### config.mk
export PLATFORM = sky130hd
export DESIGN_NAME = svc_pin_mux
export DESIGN_NICKNAME = d
export VERILOG_FILES = /design/src/rtl/svc_pin_pkg.sv /design/src/rtl/svc_phase_gen.sv /design/src/rtl/svc_blink_gen.sv /design/src/rtl/svc_btn_filter.sv /design/src/rtl/svc_pin_mux.sv
export SDC_FILE = /design/constraint.sdc
export NUM_CORES = 1
export LEC_CHECK = 0
export BUFFER_PORTS_ARGS = -buffer_cell sky130_fd_sc_hd__buf_2
export CORE_MARGIN = 2
export CORE_UTILIZATION = 45
export CTS_CLUSTER_DIAMETER = 100
export DETAILED_ROUTE_END_ITERATION = 8
export PLACE_DENSITY = 0.75
export SYNTH_ARGS = -nofsm -noshare
export SYNTH_HDL_FRONTEND = slang
export SYNTH_SLANG_ARGS = --single-unit
### constraint.sdc
create_clock -name clk_i -period 1.48 [get_ports clk_i]
set_input_delay 0.296 -clock clk_i [delete_from_list [all_inputs] [get_ports clk_i]]
set_output_delay 0.296 -clock clk_i [all_outputs]
set_load 0.02 [all_outputs]
### src/rtl/svc_pin_pkg.sv
package svc_pin_pkg;
  typedef enum logic {PH_TRI = 1'b0, PH_DRV = 1'b1} phase_e;
  typedef enum logic [1:0] {LED_ON, LED_BLINK, LED_OFF} led_sel_e;
endpackage

### src/rtl/svc_phase_gen.sv
module svc_phase_gen
  import svc_pin_pkg::*;
#(
  parameter int unsigned HALF_CYC = 8
) (
  input  logic   clk_i,
  input  logic   rst_ni,
  output phase_e phase_o,
  output logic   tick_o
);
  localparam int unsigned CW = (HALF_CYC > 1) ? $clog2(HALF_CYC) : 1;
  localparam logic [CW-1:0] LAST = CW'(HALF_CYC - 1);

  logic [CW-1:0] cnt_q;
  phase_e        phase_q;

  always_ff @(posedge clk_i or negedge rst_ni) begin
    if (!rst_ni) begin
      cnt_q   <= '0;
      phase_q <= PH_TRI;
    end else if (cnt_q == LAST) begin
      cnt_q   <= '0;
      phase_q <= (phase_q == PH_TRI) ? PH_DRV : PH_TRI;
    end else begin
      cnt_q <= cnt_q + 1'b1;
    end
  end

  assign phase_o = phase_q;
  // frame end: last cycle of the tristate half
  assign tick_o  = (phase_q == PH_TRI) && (cnt_q == LAST);

  a_r1_hold: assert property (@(posedge clk_i) disable iff (!rst_ni)
    (cnt_q != LAST) |=> (phase_q == $past(phase_q)));
  a_r1_flip: assert property (@(posedge clk_i) disable iff (!rst_ni)
    (cnt_q == LAST) |=> (phase_q != $past(phase_q)));
endmodule

### src/rtl/svc_blink_gen.sv
module svc_blink_gen #(
  parameter int unsigned FRAMES = 76
) (
  input  logic clk_i,
  input  logic rst_ni,
  input  logic tick_i,
  output logic blink_o
);
  localparam int unsigned BW = (FRAMES > 1) ? $clog2(FRAMES) : 1;
  localparam logic [BW-1:0] LAST = BW'(FRAMES - 1);

  logic [BW-1:0] fcnt_q;
  logic          blink_q;

  always_ff @(posedge clk_i or negedge rst_ni) begin
    if (!rst_ni) begin
      fcnt_q  <= '0;
      blink_q <= 1'b0;
    end else if (tick_i) begin
      if (fcnt_q == LAST) begin
        fcnt_q  <= '0;
        blink_q <= ~blink_q;
      end else begin
        fcnt_q <= fcnt_q + 1'b1;
      end
    end
  end

  assign blink_o = blink_q;

  a_r4_hold: assert property (@(posedge clk_i) disable iff (!rst_ni)
    !tick_i |=> $stable(blink_q));
endmodule

### src/rtl/svc_btn_filter.sv
module svc_btn_filter #(
  parameter int unsigned NSAMP = 3,
  parameter int unsigned NSYNC = 2
) (
  input  logic clk_i,
  input  logic rst_ni,
  input  logic tick_i,
  input  logic pin_i,
  output logic req_o
);
  logic [NSYNC-1:0] sync_q;
  logic [NSAMP-1:0] hist_q;
  logic             armed_q;
  logic             req_q;
  logic [NSAMP-1:0] hist_d;

  always_ff @(posedge clk_i or negedge rst_ni) begin
    if (!rst_ni) sync_q <= '1;
    else         sync_q <= {sync_q[NSYNC-2:0], pin_i};
  end

  generate
    if (NSAMP > 1) begin : g_shift
      assign hist_d = {hist_q[NSAMP-2:0], sync_q[NSYNC-1]};
    end else begin : g_single
      assign hist_d = sync_q[NSYNC-1];
    end
  endgenerate

  always_ff @(posedge clk_i or negedge rst_ni) begin
    if (!rst_ni) begin
      hist_q  <= '1;
      armed_q <= 1'b1;
      req_q   <= 1'b0;
    end else begin
      req_q <= 1'b0;
      if (tick_i) begin
        hist_q <= hist_d;
        if (hist_d == '0 && armed_q) begin
          req_q   <= 1'b1;
          armed_q <= 1'b0;
        end else if (sync_q[NSYNC-1]) begin
          armed_q <= 1'b1;
        end
      end
    end
  end

  assign req_o = req_q;

  a_r8_single: assert property (@(posedge clk_i) disable iff (!rst_ni)
    req_q |=> !req_q);
  a_r7_on_tick: assert property (@(posedge clk_i) disable iff (!rst_ni)
    $rose(req_q) |-> $past(tick_i));
endmodule

### src/rtl/svc_pin_mux.sv
module svc_pin_mux
  import svc_pin_pkg::*;
#(
  parameter int unsigned CLK_HZ   = 10_000_000,
  parameter int unsigned PHASE_HZ = 76,
  parameter int unsigned NSAMP    = 3
) (
  input  logic clk_i,
  input  logic rst_ni,
  input  logic app_valid_i,
  input  logic cfg_valid_i,
  input  logic pin_i,
  output logic drv_low_o,
  output logic pullup_en_o,
  output logic id_req_o
);
  localparam int unsigned HALF_CYC = CLK_HZ / (2 * PHASE_HZ);
  localparam int unsigned FRAMES   = PHASE_HZ;  // one blink half = one second

  phase_e   phase;
  logic     tick;
  logic     blink;
  led_sel_e led_sel;
  logic     led_on;

  svc_phase_gen #(.HALF_CYC(HALF_CYC)) u_phase (
    .clk_i  (clk_i),
    .rst_ni (rst_ni),
    .phase_o(phase),
    .tick_o (tick)
  );

  svc_blink_gen #(.FRAMES(FRAMES)) u_blink (
    .clk_i  (clk_i),
    .rst_ni (rst_ni),
    .tick_i (tick),
    .blink_o(blink)
  );

  svc_btn_filter #(.NSAMP(NSAMP), .NSYNC(2)) u_btn (
    .clk_i (clk_i),
    .rst_ni(rst_ni),
    .tick_i(tick),
    .pin_i (pin_i),
    .req_o (id_req_o)
  );

  always_comb begin
    if (!app_valid_i)      led_sel = LED_ON;
    else if (!cfg_valid_i) led_sel = LED_BLINK;
    else                   led_sel = LED_OFF;
    unique case (led_sel)
      LED_ON:    led_on = 1'b1;
      LED_BLINK: led_on = blink;
      default:   led_on = 1'b0;
    endcase
  end

  assign drv_low_o   = (phase == PH_DRV) && led_on;
  assign pullup_en_o = (phase == PH_TRI);

  a_r2_excl: assert property (@(posedge clk_i) disable iff (!rst_ni)
    !(drv_low_o && pullup_en_o));
  a_r5_dark: assert property (@(posedge clk_i) disable iff (!rst_ni)
    (app_valid_i && cfg_valid_i) |-> !drv_low_o);
  a_r3_lit: assert property (@(posedge clk_i) disable iff (!rst_ni)
    (!app_valid_i && !pullup_en_o) |-> drv_low_o);
endmodule

==> impl_metrics.toml, run 1 <==
[synth]
yosysSeqAreaShare_pct = 50.5
synth-seq-cells = 32
synth_edf_count = 0
synth-main-ff-cell = "dfrtp_1"
netlist_instances = 141
synth.distinct_cells = 44
netlist_area_sq_mm = 0.00160
synth.area.top_cells = "dfrtp_1, dfstp_2, xor2_1, nor2_1, nor4b_4"
synthArstFlopShare_pct = 100
synth_fp_nets = 149
synth_warnings = 0
syn_area_per_cell_sq_um = 11.3
synth_top_area_share_pct = 42.3
synth_top_area_cell = "dfrtp_1"

[cts]
cts-root-buf = "clkbuf_4"
htreeDepth = 2
cts_inserted_buffers = 5
clkTransAtPathRegs_ns = 0.09
cts.sinks = 32
clk_latency_ns = 0.34
cts_tree = "built"
cts_buffer_depth = 2

[timing]
fmax_mhz = 580
final.min_clock_period_ns = 1.72
slew_headroom_pct = 73.6
rsz0062_at_grt = "true"
worstMarginPinSlew_ns = 0.396
whs_ns = 0.0551
hold_violations = 0
finalSetupViolCount = 23
fin_crit_sh_pct = 117
slew_violations = 0
fin_worst_skew_ns = 0.0106
setup_slack_ns = -0.245

[detailed_routing]
ant_nets = 0
drt-total-wl_mm = 3.41
dr.pass1.iters = 4
vias = 1239
wl_per_cell_um = 14.4
drt_iter0_markers = 44
drcViolationCount = 0
avgViaCountPerCell = 5.25

[outcome]
outcome = "finished with violations"
violations = "setup timing"

[pwr]
power.share.clock_pct = 36.7
powerDensity_mw_per_mm2 = 668
leakage_nw = 0.989
internal-power_w = 0.00112
comb_power_share_pct = 1.8
p_switching_w = 0.000310
power_frac_seq_pct = 61.5
power_w = 0.00143
switching_share_pct = 21.6
worst_ir_drop_vdd_uv = 539

[floorplan]
dieArea_sq_mm = 0.00404
die_y_um = 63.6
coreArea_sq_mm = 0.00336
io-pin-count = 8
start_util_pct = 47.5
fp.dieW_um = 63.6
num_rows = 21

[cells_and_area]
drive_above_1_share_pct = 45.3
num_antenna_cells = 0
final_core_utilization_pct = 63.7
layout_commonest_cell = "buf_4"
n_fill_cell = 277
seq_area_sq_um = 807
syn_to_final_growth_pct = 34.1
nets = 197
final_cells = 236
final_cell_area_sq_mm = 0.00214
mostFrequentLayoutCells = "buf_4, dfrtp_1, xor2_1"
multi_input_area_sq_um = 842

[global_route]
grt_usage_pct = 18.2
grt.overflow.total = 0
grt_pass1_vias = 1283
grt_pass1_wl_mm = 5.61
grt_antenna_before_repair = 0
grt_max_degree = 33

[critical_path]
arrival_ns = 1.95
cp_max_fo = 5
criticalPathCategory = "reg2reg"
max_stage_delay_ns = 0.40
crit_family = "simple AND/OR/NAND/NOR gates"
setup.worst_path.start_class = "flip-flop"
worstPathRequired_ns = 1.71
critPathCaptureType = "flip-flop"
path_cells = "inv_1 > ha_2 > nor4b_4 > nand4_4 > nor2_4 > mux2_4"
path_buf_inv = 1
cpMaxStageDelayCell = "dfrtp_1"

[place]
hpwl_mm = 2.32
place_congestion = 0.825
portBuffers = 7
place_inst = 220
placed_area_sq_mm = 0.00190

[hold_path]
hp-class = "in2reg"

[flow_run]
maxCapViolations = 0
==> final cells by class <==
type / instances / share of cell area [%]
inverter: 7 / 1.23
tap: 46 / 2.69
multi-input combinational: 98 / 39.3
clock buffer: 8 / 2.75
timing repair buffer: 45 / 16.3
sequential: 32 / 37.7
==> through the flow <==
stage | worst slack [ns] | setup TNS (ns)
finish | -0.245 | -2.78
global route | -0.373 | -5.73
CTS | -0.258 | -3.15
detailed placement | -0.300 | -2.94
global placement | -0.219 | -2.12
floorplan | -0.0957 | -0.686
==> cells by family after synthesis <==
| logic type | synth area share, % |
|---|---|
| adder cells (fa/ha/maj) | 2.35 |
| flip-flops | 50.5 |
| XOR/XNOR | 9.87 |
| buffers and inverters | 3.37 |
| AND/OR/NAND/NOR | 24.9 |
| AO/OA/AOI/OAI | 5.49 |
| multiplexers | 3.45 |
==> path summary, 6_finish.rpt <==
path | startpoint | endpoint | slack [ns] | depth (start not counted)
max | u_phase.cnt_q[0]$_DFF_PN0_ | u_blink.fcnt_q[1]$_DFFE_PN0P_ | -0.24 | 6
min | pin_i | u_btn.sync_q[0]$_DFF_PN1_ | 0.06 | 1
max reg2reg | u_phase.cnt_q[0]$_DFF_PN0_ | u_blink.fcnt_q[1]$_DFFE_PN0P_ | -0.24 | 6
min reg2reg | u_btn.sync_q[0]$_DFF_PN1_ | u_btn.sync_q[1]$_DFF_PN1_ | 0.36 | 0
max in group asynchronous | rst_ni | u_btn.hist_q[1]$_DFFE_PN1P_ | 0.66 | 3
min in group asynchronous | rst_ni | u_phase.cnt_q[1]$_DFF_PN0_ | 0.50 | 3
==> metal layers <==
metal	global-route usage, %	part of all wire (%)
met1	20.2	42
met2	30.9	51
met3	4.82	3.3
met4	11.4	3.6
met5	0	0
==> power groups by stage <==
stage	Clock, W	Sequential, W	Combinational, W
4_1_cts	0.000535	0.000880	0.0000267
5_1_grt	0.000565	0.000881	0.0000297
3_3_place_gp	0	0.000897	0.0000242
6_report	0.000525	0.000880	0.0000253
3_5_place_dp	0	0.000897	0.0000247
2_1_floorplan	0	0.000897	0.000000758
==> synth_stat cells (all sizes together), types with 3 or more instances <==
cell and instances:
inv 7, nand2 6, o31ai 3, nand3 8, nor4b 3, nor3b 3
ha 3, nor2 17, dfstp 5, xnor2 4, and2 4, buf 4
dfrtp 27, nand4 6, xor2 14, mux2 4
==> what timing repair did <==
item | 4_1_cts | 5_1_grt
buffers inserted | 2 | 5
resized for setup | 20 | 12
hold buffers | 1 | 0
endpoints found under the hold margin | 27 | 0
pin swaps | 14 | 12
endpoints found under the setup margin | 24 | 30
==> state kept, by name, indices dropped and copies added (netlist names) <==
name / cells
u_phase.phase_o: 1
u_btn.hist_q: 2
u_btn.req_o: 1
u_blink.fcnt_q: 7
u_blink.blink_o: 1
u_phase.cnt_q: 17
u_btn.armed_q: 1
u_btn.sync_q: 2
==> worst reg2reg max path: stages (launching register included) <==
cell and delay [ns]:
dfrtp_1 0.40, inv_1 0.07, ha_2 0.16, nor4b_4 0.24, nand4_4 0.18, nor2_4 0.26, mux2_4 0.32
Power figures use the tool's default switching activity.
==> run 2: changes to the inputs <==
--- a/config.mk
+++ b/config.mk
@@ -10,7 +10,7 @@
 export CORE_UTILIZATION = 45
 export CTS_CLUSTER_DIAMETER = 100
 export DETAILED_ROUTE_END_ITERATION = 8
-export PLACE_DENSITY = 0.75
+export PLACE_DENSITY = 0.73
 export SYNTH_ARGS = -nofsm -noshare
 export SYNTH_HDL_FRONTEND = slang
 export SYNTH_SLANG_ARGS = --single-unit
==> constraint.sdc (replaced) <==
create_clock -name clk_i -period 2.11 [get_ports clk_i]
set_input_delay 0.422 -clock clk_i [delete_from_list [all_inputs] [get_ports clk_i]]
set_output_delay 0.422 -clock clk_i [all_outputs]
set_load 0.02 [all_outputs]
==> run 2 against run 1 <==
- the flow now finishes without violations
- non-clock buffer count fell by 37
- global-route usage decreased by 3.3 points
- sequential cell count unchanged
- final cell count shrank 16%
- die area did not move
- setup slack gained 0.48 ns
- core utilization shrank 12 points
- sequential power shrank 30%
- via count shrank 14%
- critical path type is now reg2out
- highest routed layer unchanged
==> impl_metrics.toml, run 2 (same netlist as run 1, synthesis figures left out) <==
[timing]
slew_headroom_pct = 53.0
slew_violations = 0
finalSetupViolCount = 0
rsz0062_at_grt = "false"
hold_violations = 0
fmax_mhz = 535
whs_ns = 0.133
final.min_clock_period_ns = 1.87
setup_slack_ns = 0.240
fin_crit_sh_pct = 88.6
fin_worst_skew_ns = 0.00778
worstMarginPinSlew_ns = 0.705
tns_ns = 0

[cts]
cts.sinks = 32
cts_inserted_buffers = 5
cts_setup_buffers = 0
cts_buffer_depth = 2
cts_tree = "built"
cts_hold_buf = 0
cts_resized = 0
clk_latency_ns = 0.33
htreeDepth = 2
cts-root-buf = "clkbuf_4"
clkTransAtPathRegs_ns = 0.10

[cells_and_area]
num_antenna_cells = 0
largest_reg_flops = 17
reg_top3 = "u_phase.cnt_q x17, u_blink.fcnt_q x7"
largest-register = "u_phase.cnt_q"
syn_to_final_growth_pct = 8.39
mostFrequentLayoutCells = "dfrtp_1, nor2_1, xor2_1"
layout_commonest_cell = "dfrtp_1"
final_cell_area_sq_mm = 0.00173
final_core_utilization_pct = 51.5
drive_above_1_share_pct = 23.5
nets = 160

[detailed_routing]
wl_per_cell_um = 13.2
drt_iter0_markers = 58
vias = 1061
avgViaCountPerCell = 5.33
dr.pass1.iters = 4
drcViolationCount = 0
drt-total-wl_mm = 2.63
ant_nets = 0

[global_route]
grt_usage_pct = 14.9
grt_pass1_wl_mm = 4.62
grt.overflow.total = 0
grt_antenna_before_repair = 0
grt_pass1_vias = 1065
grt_max_degree = 33

[floorplan]
start_util_pct = 47.5
die_y_um = 63.6
fp.dieW_um = 63.6
dieArea_sq_mm = 0.00404
coreArea_sq_mm = 0.00336
io-pin-count = 8
num_rows = 21

[place]
pre_cts_slack_ns = 0.272
portBuffers = 7
placed_area_sq_mm = 0.00167
hpwl_mm = 1.87
place_congestion = 0.809

[pwr]
leakage_nw = 0.773
worst_ir_drop_vdd_uv = 404
powerDensity_mw_per_mm2 = 570

[flow_run]
maxCapViolations = 0

[hold_path]
hp-class = "in2async"

[critical_path]
critPathCaptureType = "primary output"
cp_max_fo = 13
criticalPathCategory = "reg2out"
setup.worst_path.start_class = "flip-flop"
worstPathRequired_ns = 1.69
arrival_ns = 1.45

[outcome]
outcome = "complete, no violations"
[run 2: changes by cell type in the layout (fill, tap and decap cells not counted), sizes merged]
cell,previous run,this run
clkinv,0,2
buf,44,8
dlygate4sd3,1,0
clkbuf,8,6
[run 2: worst paths after layout]
path	from	to	slack, ns	cells after the start
max in group asynchronous	rst_ni	u_btn.req_o$_DFF_PN0_	1.53	1
max	u_phase.phase_o$_DFFE_PN0N_	drv_low_o	0.24	3
max reg2reg	u_phase.cnt_q[0]$_DFF_PN0_	u_blink.fcnt_q[6]$_DFFE_PN0P_	0.26	7
min	rst_ni	u_phase.cnt_q[1]$_DFF_PN0_	0.13	1
min in group clk_i	pin_i	u_btn.sync_q[0]$_DFF_PN1_	0.18	1
min reg2reg	u_btn.sync_q[0]$_DFF_PN1_	u_btn.sync_q[1]$_DFF_PN1_	0.36	0
[run 2: power breakdown]
group          internal [W]   total, W  switching (W)
sequential         0.000617   0.000618     0.00000110
combinational    0.00000308  0.0000151      0.0000120
clock              0.000158   0.000353       0.000195
total              0.000778   0.000986       0.000208
[run 2: layout make-up]
class	instances	area [sq um]
Clock buffer	6	51.3
Clock inverter	2	10.0
Fill cell	330	1630
Inverter	7	26.3
Multi-Input combinational cell	98	736
Sequential cell	32	807
Tap cell	46	57.6
Timing Repair Buffer	8	42.5
[run 2: metal layers]
layer	share of wire, %	vias to the layer above	track usage (%)
met5	0	-	0
met4	2.0	0	6.52
met3	3.8	5	5.00
met2	50	14	24.9
met1	44	525	17.4
li1	-	517	-
[run 2: per-stage QoR]
stage | power (W) | std cells
after floorplan | 0.000630 | 141
after global placement | 0.000645 | 191
after detailed placement | 0.000645 | 191
after CTS | 0.00100 | 199
after global routing | 0.00103 | 199
final | 0.000986 | 199
[run 2: critical path: stages (launching register included)]
cell and delay, ns:
dfrtp_1 0.69, inv_1 0.13, a21oi_1 0.13, buf_2 0.17
==> run 3: changes to the inputs <==
--- a/config.mk
+++ b/config.mk
@@ -6,11 +6,13 @@
 export NUM_CORES = 1
 export LEC_CHECK = 0
 export BUFFER_PORTS_ARGS = -buffer_cell sky130_fd_sc_hd__buf_2
+export CELL_PAD_IN_SITES_DETAIL_PLACEMENT = 1
+export CELL_PAD_IN_SITES_GLOBAL_PLACEMENT = 1
 export CORE_MARGIN = 2
 export CORE_UTILIZATION = 45
 export CTS_CLUSTER_DIAMETER = 100
 export DETAILED_ROUTE_END_ITERATION = 8
-export PLACE_DENSITY = 0.73
+export PLACE_DENSITY = 0.84
 export SYNTH_ARGS = -nofsm -noshare
 export SYNTH_HDL_FRONTEND = slang
 export SYNTH_SLANG_ARGS = --single-unit
==> run 3 against run 2 <==
- sequential share of layout area decreased by 0.13 points
- clock-buffer cell count increased by 2
- global-route usage increased by 2.3 points
- sequential cell count unchanged
- total power increased by 0.30%
- setup slack got worse by 0.044 ns
- largest power group unchanged
- clock power increased by 1%
- core utilization increased by 0.15 points
- sequential power about the same
- combinational power about the same
==> impl_metrics.toml, run 3 (same netlist as run 1, synthesis figures left out) <==
[outcome]
outcome = "complete, no violations"

[cells_and_area]
nets = 161
largest_reg_flops = 17
syn_to_final_growth_pct = 8.70
drive_above_1_share_pct = 22.7
largest-register = "u_phase.cnt_q"
layout_commonest_cell = "dfrtp_1"
mostFrequentLayoutCells = "dfrtp_1, nor2_1, xor2_1"
final_cell_area_sq_mm = 0.00174
n_fill_cell = 395
reg_top3 = "u_phase.cnt_q x17, u_blink.fcnt_q x7"
num_antenna_cells = 0

[cts]
clkTransAtPathRegs_ns = 0.09
cts-root-buf = "clkbuf_4"
cts_setup_buffers = 0
htreeDepth = 2
cts_buffer_depth = 2
cts.sinks = 32
cts_hold_buf = 0
cts_resized = 0
cts_tree = "built"
cts_inserted_buffers = 5
clk_latency_ns = 0.33

[critical_path]
setup.worst_path.start_class = "flip-flop"
crit_family = "flip-flops"
critPathCaptureType = "primary output"
cpMaxStageDelayCell = "dfrtp_1"
cp_max_fo = 13
criticalPathCategory = "reg2out"
path_buf_inv = 2
path_cells = "inv_1 > a21oi_1 > buf_2"
arrival_ns = 1.49
max_stage_delay_ns = 0.72
worstPathRequired_ns = 1.69

[place]
hpwl_mm = 2.18
portBuffers = 7
pre_cts_slack_ns = 0.245
place_congestion = 0.805
placed_area_sq_mm = 0.00168

[detailed_routing]
ant_nets = 0
drt_iter0_markers = 36
wl_met1_mm = 1.24
dr_wl_met3_um = 117
top_layer = "met4"
drt-total-wl_mm = 3.00
avgViaCountPerCell = 5.41
wl_per_cell_um = 15.0
dr.pass1.iters = 4
vias = 1081
wl_met2_mm = 1.60
drcViolationCount = 0

[pwr]
leakage_nw = 0.773
worst_ir_drop_vdd_uv = 345
p_switching_w = 0.000205
power.share.clock_pct = 36.1
switching_share_pct = 20.7
internal-power_w = 0.000784
power_w = 0.000989
power_frac_seq_pct = 62.4
powerDensity_mw_per_mm2 = 570
comb_power_share_pct = 1.5

[timing]
setup_slack_ns = 0.196
fin_worst_skew_ns = 0.00752
fmax_mhz = 522
rsz0062_at_grt = "false"
hold_violations = 0
slew_headroom_pct = 53.9
fin_crit_sh_pct = 90.7
finalSetupViolCount = 0
tns_ns = 0
final.min_clock_period_ns = 1.91
whs_ns = 0.125
worstMarginPinSlew_ns = 0.691
slew_violations = 0

[floorplan]
coreArea_sq_mm = 0.00336
die_y_um = 63.6
fp.dieW_um = 63.6
dieArea_sq_mm = 0.00404
io-pin-count = 8
start_util_pct = 47.5
num_rows = 21

[global_route]
grt_max_degree = 33
grt_pass1_vias = 1173
grt.overflow.total = 0
grt_usage_pct = 17.2
grt_antenna_before_repair = 0
grt_pass1_wl_mm = 5.28

[hold_path]
hp-class = "in2async"

[flow_run]
maxCapViolations = 0
run 3: power groups by stage:
| stage | clock network, W | registers (W) | logic (W) |
|---|---|---|---|
| after floorplan | 0 | 0.000629 | 0.000000532 |
| after global placement | 0 | 0.000629 | 0.0000155 |
| after detailed placement | 0 | 0.000629 | 0.0000161 |
| after CTS | 0.000379 | 0.000618 | 0.0000162 |
| after global routing | 0.000409 | 0.000618 | 0.0000182 |
| final | 0.000357 | 0.000617 | 0.0000149 |
run 3: final cells by class:
class / count / area (sq um) / area share (%)
inverters: 7 / 26.3 / 1.51
flip-flops and latches: 32 / 807 / 46.5
clock buffers: 8 / 58.8 / 3.39
well taps: 46 / 57.6 / 3.32
repair buffers: 9 / 50.0 / 2.88
multi-input cells: 98 / 736 / 42.4
run 3: worst paths after layout:
check / to / slack [ns] / start / cells past startpoint
max in group asynchronous: u_phase.cnt_q[11]$_DFF_PN0_ / 1.54 / rst_ni / 1
min in group clk_i: u_btn.sync_q[0]$_DFF_PN1_ / 0.19 / pin_i / 1
hold / removal: u_blink.fcnt_q[3]$_DFFE_PN0P_ / 0.12 / rst_ni / 1
setup reg to reg: u_blink.fcnt_q[6]$_DFFE_PN0P_ / 0.23 / u_phase.cnt_q[0]$_DFF_PN0_ / 7
hold reg to reg: u_btn.sync_q[1]$_DFF_PN1_ / 0.36 / u_btn.sync_q[0]$_DFF_PN1_ / 0
setup / recovery: drv_low_o / 0.20 / u_phase.phase_o$_DFFE_PN0N_ / 3
run 3: worst reg2reg max path, cell delays in order (launching register included):
cell and delay [ns]:
dfrtp_1 0.42, inv_1 0.08, ha_1 0.15, nor4b_4 0.21, nand4_2 0.21, buf_4 0.24
o31a_1 0.28, a211oi_1 0.21
run 3: per-layer routing:
| layer | global-route usage (%) | up-vias |
|---|---|---|
| met2 | 30.4 | 16 |
| met1 | 19.2 | 549 |
| met4 | 6.52 | 0 |
| met3 | 5.36 | 3 |
| li1 | - | 513 |
| met5 | 0 | - |
run 3: metrics by stage:
stage                     util, %  std cells
final                        51.6        200
after global routing         51.6        200
after CTS                    51.6        200
after detailed placement     49.9        192
after global placement       49.9        192
after floorplan                 -        141
